===== src/rtl/pn_alu_pkg.sv =====
`timescale 1ns/1ps
package pn_alu_pkg;

  // Number of operands that pass through a preparation stage.
  localparam int unsigned NUM_OPS = 2;

  // Controls for one operand preparation stage; clear acts before invert.
  typedef struct packed {
    logic clr;
    logic inv;
  } prep_ctl_t;

  // Core function select.
  typedef enum logic {
    FN_AND = 1'b0,
    FN_ADD = 1'b1
  } core_fn_e;

endpackage


===== src/rtl/pn_operand_prep.sv =====
`timescale 1ns/1ps
module pn_operand_prep #(
  parameter int unsigned W = 16
) (
  input  logic                  [W-1:0] din,
  input  pn_alu_pkg::prep_ctl_t         ctl,
  output logic                  [W-1:0] dout
);

  logic [W-1:0] cleared;

  always_comb begin
    cleared = ctl.clr ? '0 : din;
    dout    = ctl.inv ? ~cleared : cleared;
  end

endmodule


===== src/rtl/pn_core.sv =====
`timescale 1ns/1ps
module pn_core #(
  parameter int unsigned W = 16
) (
  input  logic                 [W-1:0] a,
  input  logic                 [W-1:0] b,
  input  pn_alu_pkg::core_fn_e         fn,
  input  logic                         inv_out,
  output logic                 [W-1:0] y
);

  logic [W-1:0] sum_w;
  logic [W-1:0] and_w;
  logic [W-1:0] core_w;

  // Carry out of the top bit is intentionally discarded.
  assign sum_w = a + b;
  assign and_w = a & b;

  always_comb begin
    core_w = (fn == pn_alu_pkg::FN_ADD) ? sum_w : and_w;
    y      = inv_out ? ~core_w : core_w;
  end

endmodule


===== src/rtl/pn_flags.sv =====
`timescale 1ns/1ps
module pn_flags #(
  parameter int unsigned W = 16
) (
  input  logic [W-1:0] value,
  output logic         zero,
  output logic         neg
);

  assign zero = ~|value;
  assign neg  = value[W-1];

endmodule


===== src/rtl/preset_negate_alu.sv =====
`timescale 1ns/1ps
module preset_negate_alu #(
  parameter int unsigned W = 16
) (
  input  logic         clk,
  input  logic         rst,
  input  logic [W-1:0] opa,
  input  logic [W-1:0] opb,
  input  logic         clr_a,
  input  logic         inv_a,
  input  logic         clr_b,
  input  logic         inv_b,
  input  logic         sel_add,
  input  logic         inv_res,
  output logic [W-1:0] res,
  output logic         is_zero,
  output logic         is_neg
);

  import pn_alu_pkg::*;

  logic      [W-1:0] raw_op  [NUM_OPS];
  logic      [W-1:0] prep_op [NUM_OPS];
  prep_ctl_t         prep_ctl[NUM_OPS];
  logic      [W-1:0] res_d;
  logic              zero_d;
  logic              neg_d;
  core_fn_e          fn_sel;

  assign raw_op[0]   = opa;
  assign raw_op[1]   = opb;
  assign prep_ctl[0] = '{clr: clr_a, inv: inv_a};
  assign prep_ctl[1] = '{clr: clr_b, inv: inv_b};
  assign fn_sel      = sel_add ? FN_ADD : FN_AND;

  for (genvar g = 0; g < NUM_OPS; g++) begin : g_prep
    pn_operand_prep #(.W(W)) u_prep (
      .din  (raw_op[g]),
      .ctl  (prep_ctl[g]),
      .dout (prep_op[g])
    );
  end

  pn_core #(.W(W)) u_core (
    .a       (prep_op[0]),
    .b       (prep_op[1]),
    .fn      (fn_sel),
    .inv_out (inv_res),
    .y       (res_d)
  );

  // Flags are derived from the final (post-inversion) value.
  pn_flags #(.W(W)) u_flags (
    .value (res_d),
    .zero  (zero_d),
    .neg   (neg_d)
  );

  always_ff @(posedge clk) begin
    if (rst) begin
      res     <= '0;
      is_zero <= 1'b1;
      is_neg  <= 1'b0;
    end else begin
      res     <= res_d;
      is_zero <= zero_d;
      is_neg  <= neg_d;
    end
  end

endmodule


===== config.mk =====
export PLATFORM = sky130hd
export DESIGN_NAME = preset_negate_alu
export DESIGN_NICKNAME = d
export VERILOG_FILES = /design/src/rtl/pn_alu_pkg.sv /design/src/rtl/pn_operand_prep.sv /design/src/rtl/pn_core.sv /design/src/rtl/pn_flags.sv /design/src/rtl/preset_negate_alu.sv
export SDC_FILE = /design/constraint.sdc
export NUM_CORES = 1
export LEC_CHECK = 0
export BUFFER_PORTS_ARGS = -buffer_cell sky130_fd_sc_hd__buf_2
export CELL_PAD_IN_SITES_DETAIL_PLACEMENT = 1
export CELL_PAD_IN_SITES_GLOBAL_PLACEMENT = 1
export CORE_UTILIZATION = 35
export CTS_BUF_LIST = sky130_fd_sc_hd__clkbuf_16
export DETAILED_ROUTE_END_ITERATION = 8
export PLACE_DENSITY_LB_ADDON = 0.1
export SYNTH_ARGS = -nofsm -noshare
export SYNTH_HDL_FRONTEND = slang
export SYNTH_SLANG_ARGS = --single-unit

===== constraint.sdc =====
create_clock -name clk -period 3.8 [get_ports clk]
set_clock_uncertainty 0.15 [all_clocks]
set_input_delay 0.38 -clock clk [delete_from_list [all_inputs] [get_ports clk]]
set_output_delay 0.38 -clock clk [all_outputs]
set_load 0.01 [all_outputs]

==> results of run 1 <==
==> power by group through the flow <==
stage	Sequential, mW	Clock [mW]	Combinational (mW)
global route	0.219	0.215	0.617
finish	0.216	0.204	0.546
CTS	0.217	0.210	0.552
floorplan	0.238	0	0.404
global placement	0.218	0	0.543
detailed placement	0.220	0	0.549
==> path summary, 6_finish.rpt <==
| check | start | end | cells after the start |
|---|---|---|---|
| max | clr_a | is_zero | 13 |
| min | rst | res[11] | 2 |
==> layout make-up <==
type	count	area [um2]	share of cell area (%)
tap	75	93.84	3.671
sequential	17	340.3	13.31
inverter	4	15.01	0.5874
timing repair buffer	59	300.3	11.75
clock buffer	3	75.07	2.937
multi-input combinational	230	1727	67.55
clock inverter	1	5.005	0.1958
==> metal layers <==
metal / GRT usage [%] / vias up
met3: 1.023 / 4
li1: - / 1027
met1: 23.05 / 896
met4: 5.357 / 0
met5: 0 / -
met2: 26.95 / 44
==> cell families after synthesis <==
group | after synthesis | synth area share [%]
AO/OA/AOI/OAI | 60 | 21.17
XOR/XNOR | 54 | 21.99
adder cells (fa/ha/maj) | 17 | 10.24
buffers and inverters | 19 | 3.897
flip-flops | 17 | 15.82
multiplexers | 7 | 3.258
AND/OR/NAND/NOR | 92 | 23.62
==> worst max-delay path, stage by stage <==
cell                       delay, ps
sky130_fd_sc_hd__buf_2           160
sky130_fd_sc_hd__nand2b_1        180
sky130_fd_sc_hd__xnor2_1         130
sky130_fd_sc_hd__ha_1            270
sky130_fd_sc_hd__fa_1            450
sky130_fd_sc_hd__a211oi_2        330
sky130_fd_sc_hd__o21ai_1         160
sky130_fd_sc_hd__a41oi_1         240
sky130_fd_sc_hd__a21oi_1         130
sky130_fd_sc_hd__o31ai_4         270
sky130_fd_sc_hd__nor3b_1          90
sky130_fd_sc_hd__a31o_1          230
sky130_fd_sc_hd__a41o_1          230
==> flip-flops by register name, summed over array words and instances (netlist names) <==
| register | count |
|---|---|
| is_zero | 1 |
| res | 16 |
==> through the flow <==
step,instances,area (um2),util (%)
floorplan,266,2151,-
global placement,385,2476,41.82
detailed placement,385,2476,41.82
CTS,389,2556,43.17
global route,389,2556,43.17
finish,389,2556,43.17
==> cells in the mapped netlist, drive strengths merged, types with 4 or more instances <==
master	count
xnor2	53
mux2i	7
a21oi	12
clkbuf	8
nand3	5
nand2b	33
ha	16
a21o	9
nor2	24
o21a	4
buf	7
o21ai	7
dfxtp	17
nor2b	6
inv	4
a31oi	5
nand2	6
a211oi	4
==> impl_metrics.json, run 1 <==
{
  "cts_made_buffers": 3,
  "wire_length_of_the_first_global_routing_pass_um": 8507,
  "worst_setup_hold_path_clk_slew_ps": 50,
  "finalMaxSlewViolations": 0,
  "antenna_cells": 0,
  "relative_slew_slack_pct": 66.43,
  "wl_met3_um": 141,
  "cts_tree": "done",
  "power_switching_share_pct": 37.53,
  "detail_route.drc_violations": 0,
  "switching_power_uw": 362.5,
  "worstMarginPinSlew_ps": 503.0,
  "vdd.ir_drop.worst_mv": 0.2649,
  "grt_start_max_net_pins": 21,
  "postCtsSetupRepairBufs": 0,
  "asyncSetResetFlopFracSynth_pct": 0,
  "wl_met2_um": 2214,
  "clock_sink_count": 17,
  "critical_path_peak_fanout": 16,
  "synthCells": 266,
  "total_number_of_placement_rows": 28,
  "top_layer_used": "met4",
  "drt_first_pass_iters": 4,
  "routedWlPerCell_um": 12.87,
  "timing.final.crit_share_pct": 86.13,
  "synth_seq_area_share_pct": 15.82,
  "postRouteWirelength_um": 5006,
  "netlist_top_cells_area": "sky130_fd_sc_hd__xnor2_1, sky130_fd_sc_hd__dfxtp_1, sky130_fd_sc_hd__nand2b_1",
  "crit_required_ps": 3790,
  "number_of_h_tree_levels": 1,
  "yosysTopAreaCellShare_pct": 21.58,
  "final_antenna_net_count": 0,
  "postSynthNetCount": 323,
  "final_cell_mix": "sky130_fd_sc_hd__buf_2, sky130_fd_sc_hd__xnor2_1, sky130_fd_sc_hd__nand2b_1",
  "maxCapViolations": 0,
  "gp_congestion": 0.7568,
  "ys.flop_type": "sky130_fd_sc_hd__dfxtp_1",
  "worst_hold_path_type": "in2reg",
  "vias_in_the_first_global_route": 1803,
  "leading_cell_type_in_the_layout_fill_and_taps_excluded": "sky130_fd_sc_hd__buf_2",
  "num-fill-cells": 753,
  "cp-start-kind": "input pin",
  "post_cts_resize_count": 0,
  "sequential_share_of_power_pct": 22.4,
  "setup_ws_ps": 526.9,
  "period_minus_slack_ps": 3273,
  "power-per-cell-area_nw_per_um2": 377.9,
  "port_buffer_count": 57,
  "endpoint_kind": "flop",
  "die_h_um": 80.39,
  "vias": 1971,
  "final_setup_violation_count": 0,
  "timing_worst_setup_path_type": "in2reg",
  "synth_seq_cells": 17,
  "die-area_um2": 6463,
  "worst_ep_arrival_time_ps": 3260,
  "yosys.cell_types.count": 54,
  "ctsRootBufferMaster": "sky130_fd_sc_hd__clkbuf_16",
  "core_area_um2": 5921,
  "ctsLongestPathBuffers": 2,
  "overflow": 0,
  "design.final.nets": 372,
  "preCtsSetupSlack_ps": 240.6,
  "p_int_uw": 603.4,
  "initial_utilization_pct": 36.33,
  "unrepaired_setup_endpoints_after_global_routing": "no",
  "run_status": "complete, no violations",
  "grt_usage_pct": 16.59,
  "dr.first_iter.drc_count": 20,
  "dpl.hpwl_um": 4323,
  "fin_setup_tns_ps": 0,
  "fin_worst_hold_slack_ps": 333.5,
  "antenna_found_initial": 0,
  "clock_network_fraction_of_total_power_pct": 21.1,
  "cts-hold-fix-buffers": 0,
  "avgSynthCellArea_um2": 8.086,
  "synth_enable_flop_cells": 0,
  "post-synth-top-area-cell": "sky130_fd_sc_hd__xnor2_1",
  "total_power_uw": 965.9,
  "die_w_um": 80.39,
  "post_route_cells_drive_above_1_share_pct": 23.57,
  "detail_route.wirelength.met1_um": 2588,
  "cellLeakagePower_nw": 1.119,
  "area_growth_pct": 18.85,
  "avgViaCountPerCell": 5.067,
  "syn-cell-area_um2": 2151,
  "boundaryPins": 58,
  "report.final.hold_viol_count": 0,
  "power_frac_comb_pct": 56.5,
  "synth_warnings": 0,
  "clock.fmax_ghz": 0.3055
}
No activity file was read; power rests on OpenSTA's default activity.
==> run 2, diff against run 1 <==
Settings changed: CORE_UTILIZATION 35 to 36, CTS_BUF_LIST sky130_fd_sc_hd__clkbuf_16 to sky130_fd_sc_hd__clkbuf_8, SLEW_MARGIN from default to 5.
==> run 2 against run 1 <==
  * Worst setup slack got worse by 43 ps
  * Sequential cell count stayed put
  * Worst hold slack got worse by 6.7 ps
  * Sequential power about the same
  * Clock power fell by 39%
  * Core utilization up 1.4 points
  * Via count down 1.8%
  * Highest routed layer unchanged
  * Wire length shrank 1.8%
  * Final area decreased by 1.5%
  * First-iteration DRC count is 130% higher
  * Non-clock buffer count did not move
  * Power fell by 8.6%
==> impl_metrics.json, run 2 (synthesis results as in run 1) <==
{
  "vias": 1936,
  "unrepaired_setup_endpoints_after_global_routing": "no",
  "sequential_share_of_power_pct": 24.4,
  "registers_with_the_most_flip_flops": "res x16, is_zero x1",
  "critical_path.cell_chain": "buf_2, nand2b_1, xnor2_1, ha_1, fa_1, a211oi_2, o21ai_1, a41oi_1, a21oi_1, o31ai_4, nor3b_1, a31o_1, a41o_1",
  "cts_tree": "done",
  "avgViaCountPerCell": 5.016,
  "critical_path_peak_fanout": 16,
  "relative_slew_slack_pct": 67.78,
  "power-per-cell-area_nw_per_um2": 350.5,
  "clock.fmax_ghz": 0.3016,
  "maxCapViolations": 0,
  "timing_worst_setup_path_type": "in2reg",
  "final_cell_mix": "sky130_fd_sc_hd__buf_2, sky130_fd_sc_hd__xnor2_1, sky130_fd_sc_hd__nand2b_1",
  "grt_usage_pct": 16.75,
  "die-area_um2": 6288,
  "worstMarginPinSlew_ps": 482.7,
  "worst-path-buf-inv": 1,
  "die_h_um": 79.30,
  "cts_made_buffers": 3,
  "ctsLongestPathBuffers": 2,
  "area_growth_pct": 17.04,
  "core_area_um2": 5642,
  "antenna_cells": 0,
  "fin_worst_hold_slack_ps": 326.9,
  "vdd.ir_drop.worst_mv": 0.2873,
  "worst_hold_path_type": "in2reg",
  "run_status": "complete, no violations",
  "overflow": 0,
  "vias_in_the_first_global_route": 1824,
  "dpl.hpwl_um": 4201,
  "timing.critical_path.slowest_stage_cell": "sky130_fd_sc_hd__fa_1",
  "cpPeakStageDelay_ps": 450,
  "ff_latch_area_um2": 340.3,
  "total_number_of_placement_rows": 27,
  "postLayoutCellArea_um2": 2517,
  "dr.first_iter.drc_count": 46,
  "port_buffer_count": 57,
  "final_antenna_net_count": 0,
  "hold_start": "rst",
  "detailed_place.area_um2": 2472,
  "worst_ep_arrival_time_ps": 3300,
  "design.final.nets": 372,
  "area_used_by_multi_input_combinational_logic_um2": 1727,
  "clock_network_fraction_of_total_power_pct": 14.0,
  "detail_route.drc_violations": 0,
  "num-fill-cells": 731,
  "min_path_cells": 2,
  "switching_power_uw": 348.8,
  "total_power_uw": 882.4,
  "final_setup_violation_count": 0,
  "grt_start_max_net_pins": 21,
  "fin_setup_tns_ps": 0,
  "postCtsSetupRepairBufs": 0,
  "post_cts_resize_count": 0,
  "endpoint_kind": "flop",
  "postRouteWirelength_um": 4914,
  "max_flop_register": "res",
  "leading_cell_type_in_the_layout_fill_and_taps_excluded": "sky130_fd_sc_hd__buf_2",
  "cp_num_cells": 13,
  "routedWlPerCell_um": 12.73,
  "gp_congestion": 0.7836,
  "crit_required_ps": 3790,
  "cellLeakagePower_nw": 1.105,
  "timing.final.crit_share_pct": 87.27,
  "report.final.hold_viol_count": 0,
  "wire_length_of_the_first_global_routing_pass_um": 8625,
  "antenna_found_initial": 0,
  "worst_hold_path.endpoint": "res[11]",
  "die_w_um": 79.30,
  "drt_first_pass_iters": 4,
  "final_core_utilization_pct": 44.62,
  "power_frac_comb_pct": 61.6,
  "post_route_cells_drive_above_1_share_pct": 23.25,
  "boundaryPins": 58,
  "largest_register_ff_count": 16,
  "cp-start-kind": "input pin",
  "critical-path-top-delay-family": "compound AO/OA/AOI/OAI gates",
  "worst_setup_hold_path_clk_slew_ps": 60,
  "number_of_h_tree_levels": 1,
  "initial_utilization_pct": 38.12,
  "clock_sink_count": 17,
  "p_int_uw": 533.6,
  "finalMaxSlewViolations": 0,
  "power_switching_share_pct": 39.53,
  "ctsRootBufferMaster": "sky130_fd_sc_hd__clkbuf_8",
  "cts-hold-fix-buffers": 0,
  "period_minus_slack_ps": 3316
}
## run 2: changes by cell type in the layout (fill, tap and decap cells not counted)
cell / before / now
sky130_fd_sc_hd__clkbuf_16: 3 / 0
sky130_fd_sc_hd__clkbuf_8: 0 / 3
sky130_fd_sc_hd__clkinv_2: 1 / 0
sky130_fd_sc_hd__inv_1: 3 / 4
## run 2: through the flow
step | worst slack (ps) | std cells
global placement | 318.4 | 382
floorplan | 188.5 | 266
CTS | 489.0 | 386
detailed placement | 242.4 | 382
finish | 483.8 | 386
global route | 225.1 | 386
## run 2: worst max-delay path by stage
| stage | start | endpoint |
|---|---|---|
| floorplan | inv_a | is_zero |
| global placement | clr_a | is_zero |
| detailed placement | clr_a | is_zero |
| CTS | clr_a | is_zero |
| global route | clr_a | is_zero |
| finish | clr_a | is_zero |
## run 2: routing by layer
metal / share of wire, % / wire [um] / up-vias / GRT usage, %
met3: 3.4 / 166 / 4 / 0.3448
met5: 0 / 0 / - / 0
met2: 44 / 2155 / 48 / 27.41
met1: 52 / 2549 / 856 / 24.21
li1: - / - / 1028 / -
met4: 0.85 / 42 / 0 / 3.818
## run 2: power groups by stage
stage,registers [mW],clock network (mW),logic (mW)
2_1_floorplan,0.238,0,0.404
3_3_place_gp,0.218,0,0.541
3_5_place_dp,0.219,0,0.547
4_1_cts,0.216,0.129,0.550
5_1_grt,0.218,0.138,0.614
6_report,0.215,0.124,0.544
## run 2: cell type report
type                            count  area share (%)
Clock buffer                        3           1.640
Clock inverter                      1          0.1491
Inverter                            4          0.5964
Multi-Input combinational cell    230           68.59
Sequential cell                    17           13.52
Tap cell                           72           3.579
Timing Repair Buffer               59           11.93
==> run 3, diff against run 2 <==
--- a/config.mk
+++ b/config.mk
@@ -10,2 +10,3 @@
 export CELL_PAD_IN_SITES_GLOBAL_PLACEMENT = 1
+export CORE_MARGIN = 5
 export CORE_UTILIZATION = 36
==> constraint.sdc (replaced) <==
create_clock -name clk -period 3.8 [get_ports clk]
set_clock_uncertainty 0.15 [all_clocks]
set_input_delay 0.76 -clock clk [delete_from_list [all_inputs] [get_ports clk]]
set_output_delay 0.76 -clock clk [all_outputs]
set_load 0.01 [all_outputs]
==> run 3 against run 2 <==
  * Final area is 4.9% higher
  * Die area rose by 21%
  * First-iteration DRC count is 22% lower
  * Sequential power barely moved
  * Final cell count grew 4.9%
  * Non-clock buffer count increased by 16
  * Worst hold slack better by 380 ps
  * Clock-buffer cell count did not move
  * Sequential cell count is the same
==> impl_metrics.json, run 3 (synthesis results as in run 1) <==
{
  "grt_use_met3_pct": 1.325,
  "worst_ep_arrival_time_ps": 3480,
  "post_cts_resize_count": 0,
  "final_setup_violation_count": 0,
  "registers_with_the_most_flip_flops": "res x16, is_zero x1",
  "timing.critical_path.slowest_stage_cell": "sky130_fd_sc_hd__fa_1",
  "vias": 2008,
  "worstMarginPinSlew_ps": 470.8,
  "cp-start-kind": "input pin",
  "drt_first_pass_iters": 2,
  "largest_register_ff_count": 16,
  "period_minus_slack_ps": 3493,
  "ff_latch_area_um2": 340.3,
  "boundaryPins": 58,
  "post_route_cells_drive_above_1_share_pct": 26.97,
  "setup_ws_ps": 307.4,
  "worst_setup_hold_path_clk_slew_ps": 60,
  "fin_setup_tns_ps": 0,
  "clock_sink_count": 17,
  "detail_route.drc_violations": 0,
  "final_antenna_net_count": 0,
  "run_status": "complete, no violations",
  "dpl.hpwl_um": 4674,
  "antenna_cells": 0,
  "avgViaCountPerCell": 4.958,
  "total_number_of_placement_rows": 28,
  "die-area_um2": 7620,
  "timing_worst_setup_path_type": "in2reg",
  "cpPeakStageDelay_ps": 410,
  "cts-hold-fix-buffers": 0,
  "vdd.ir_drop.worst_mv": 0.1990,
  "grt_usage_pct": 14.00,
  "cts_tree": "done",
  "number_of_h_tree_levels": 1,
  "met2_usage_pct": 22.74,
  "grt_start_max_net_pins": 21,
  "postCtsSetupRepairBufs": 0,
  "timing.final.crit_share_pct": 91.91,
  "num-fill-cells": 746,
  "report.final.hold_viol_count": 0,
  "die_h_um": 87.30,
  "timing.critical_path.from": "clr_a",
  "ctsLongestPathBuffers": 2,
  "cellLeakagePower_nw": 1.181,
  "dr.first_iter.drc_count": 36,
  "area_used_by_multi_input_combinational_logic_um2": 1727,
  "finalMaxSlewViolations": 0,
  "vias_in_the_first_global_route": 1948,
  "antenna_found_initial": 0,
  "core_area_um2": 5851,
  "critPathCapture": "is_zero",
  "endpoint_kind": "flop",
  "power-per-cell-area_nw_per_um2": 350.1,
  "routedWlPerCell_um": 13.04,
  "overflow": 0,
  "critical_path.cell_chain": "buf_2, nand2b_1, xnor2_1, ha_1, fa_1, a211oi_2, o21ai_1, a41oi_1, a21oi_1, o31ai_4, nor3b_1, a31o_1, a41o_1",
  "crit_required_ps": 3790,
  "port_buffer_count": 57,
  "relative_slew_slack_pct": 68.58,
  "preCtsSetupSlack_ps": 52.11,
  "gp_congestion": 0.7898,
  "wire_length_of_the_first_global_routing_pass_um": 8852,
  "grt_util_met1_pct": 19.47,
  "worst_hold_path_type": "in2reg",
  "design.final.nets": 388,
  "die_w_um": 87.30,
  "critical_path_peak_fanout": 4,
  "unrepaired_setup_endpoints_after_global_routing": "no",
  "area_growth_pct": 22.80,
  "initial_utilization_pct": 36.76,
  "postRouteWirelength_um": 5283,
  "grt-busiest-layer": "met2",
  "leading_cell_type_in_the_layout_fill_and_taps_excluded": "sky130_fd_sc_hd__buf_2",
  "maxCapViolations": 0,
  "final_cell_mix": "sky130_fd_sc_hd__buf_2, sky130_fd_sc_hd__xnor2_1, sky130_fd_sc_hd__nand2b_1",
  "ctsRootBufferMaster": "sky130_fd_sc_hd__clkbuf_8",
  "clock.fmax_ghz": 0.2863,
  "cts_made_buffers": 3,
  "max_flop_register": "res"
}
[run 3: routing by layer]
metal  vias to the layer above  wire length [um]  part of all wire, %
met5                         -                 0                    0
met4                         0                52                 0.98
met3                         4               253                  4.8
met2                        47              2416                   46
met1                       900              2561                   48
li1                       1057                 -                    -
[run 3: final cells by class]
| type | instances | share of cell area, % |
|---|---|---|
| clock buffers | 3 | 1.563 |
| clock inverters | 1 | 0.1421 |
| inverters | 4 | 0.5685 |
| multi-input cells | 230 | 65.37 |
| flip-flops and latches | 17 | 12.88 |
| well taps | 75 | 3.553 |
| repair buffers | 75 | 15.92 |
[run 3: critical path: cells and delay by family]
| kind | cells | cell delay (ps) |
|---|---|---|
| AOI/OAI and AO/OA | 7 | 1600 |
| xor gates and xnor gates | 1 | 130 |
| adders and majority gates | 2 | 630 |
| buffers and inverters | 1 | 120 |
| and+or+nand+nor | 2 | 250 |
[run 3: worst min path at each step]
stage          from       to  slack [ps]  cells past startpoint
4_1_cts         rst  res[15]         720                      2
3_5_place_dp    rst  res[15]         970                      2
3_3_place_gp    rst  res[15]         970                      2
6_report        rst  res[11]         710                      2
5_1_grt         rst  res[15]         730                      2
2_1_floorplan   rst  res[13]         890                      2
[run 3: where the power goes]
part / internal, mW / switching, mW
clock: 0.0714 / 0.0531
sequential: 0.209 / 0.00642
combinational: 0.285 / 0.300
[run 3: stage by stage]
| stage | instance area, um2 | std cells | total power, mW | hold WS, ps | util (%) |
|---|---|---|---|---|---|
| 6_report | 2641 | 405 | 0.9246 | 711.4 | 45.15 |
| 5_1_grt | 2641 | 405 | 1.004 | 725.2 | 45.15 |
| 4_1_cts | 2641 | 405 | 0.9370 | 717.0 | 45.15 |
| 3_5_place_dp | 2596 | 401 | 0.8108 | 970.4 | 44.38 |
| 3_3_place_gp | 2596 | 401 | 0.7996 | 966.9 | 44.38 |
| 2_1_floorplan | 2153 | 266 | 0.6427 | 891.0 | - |
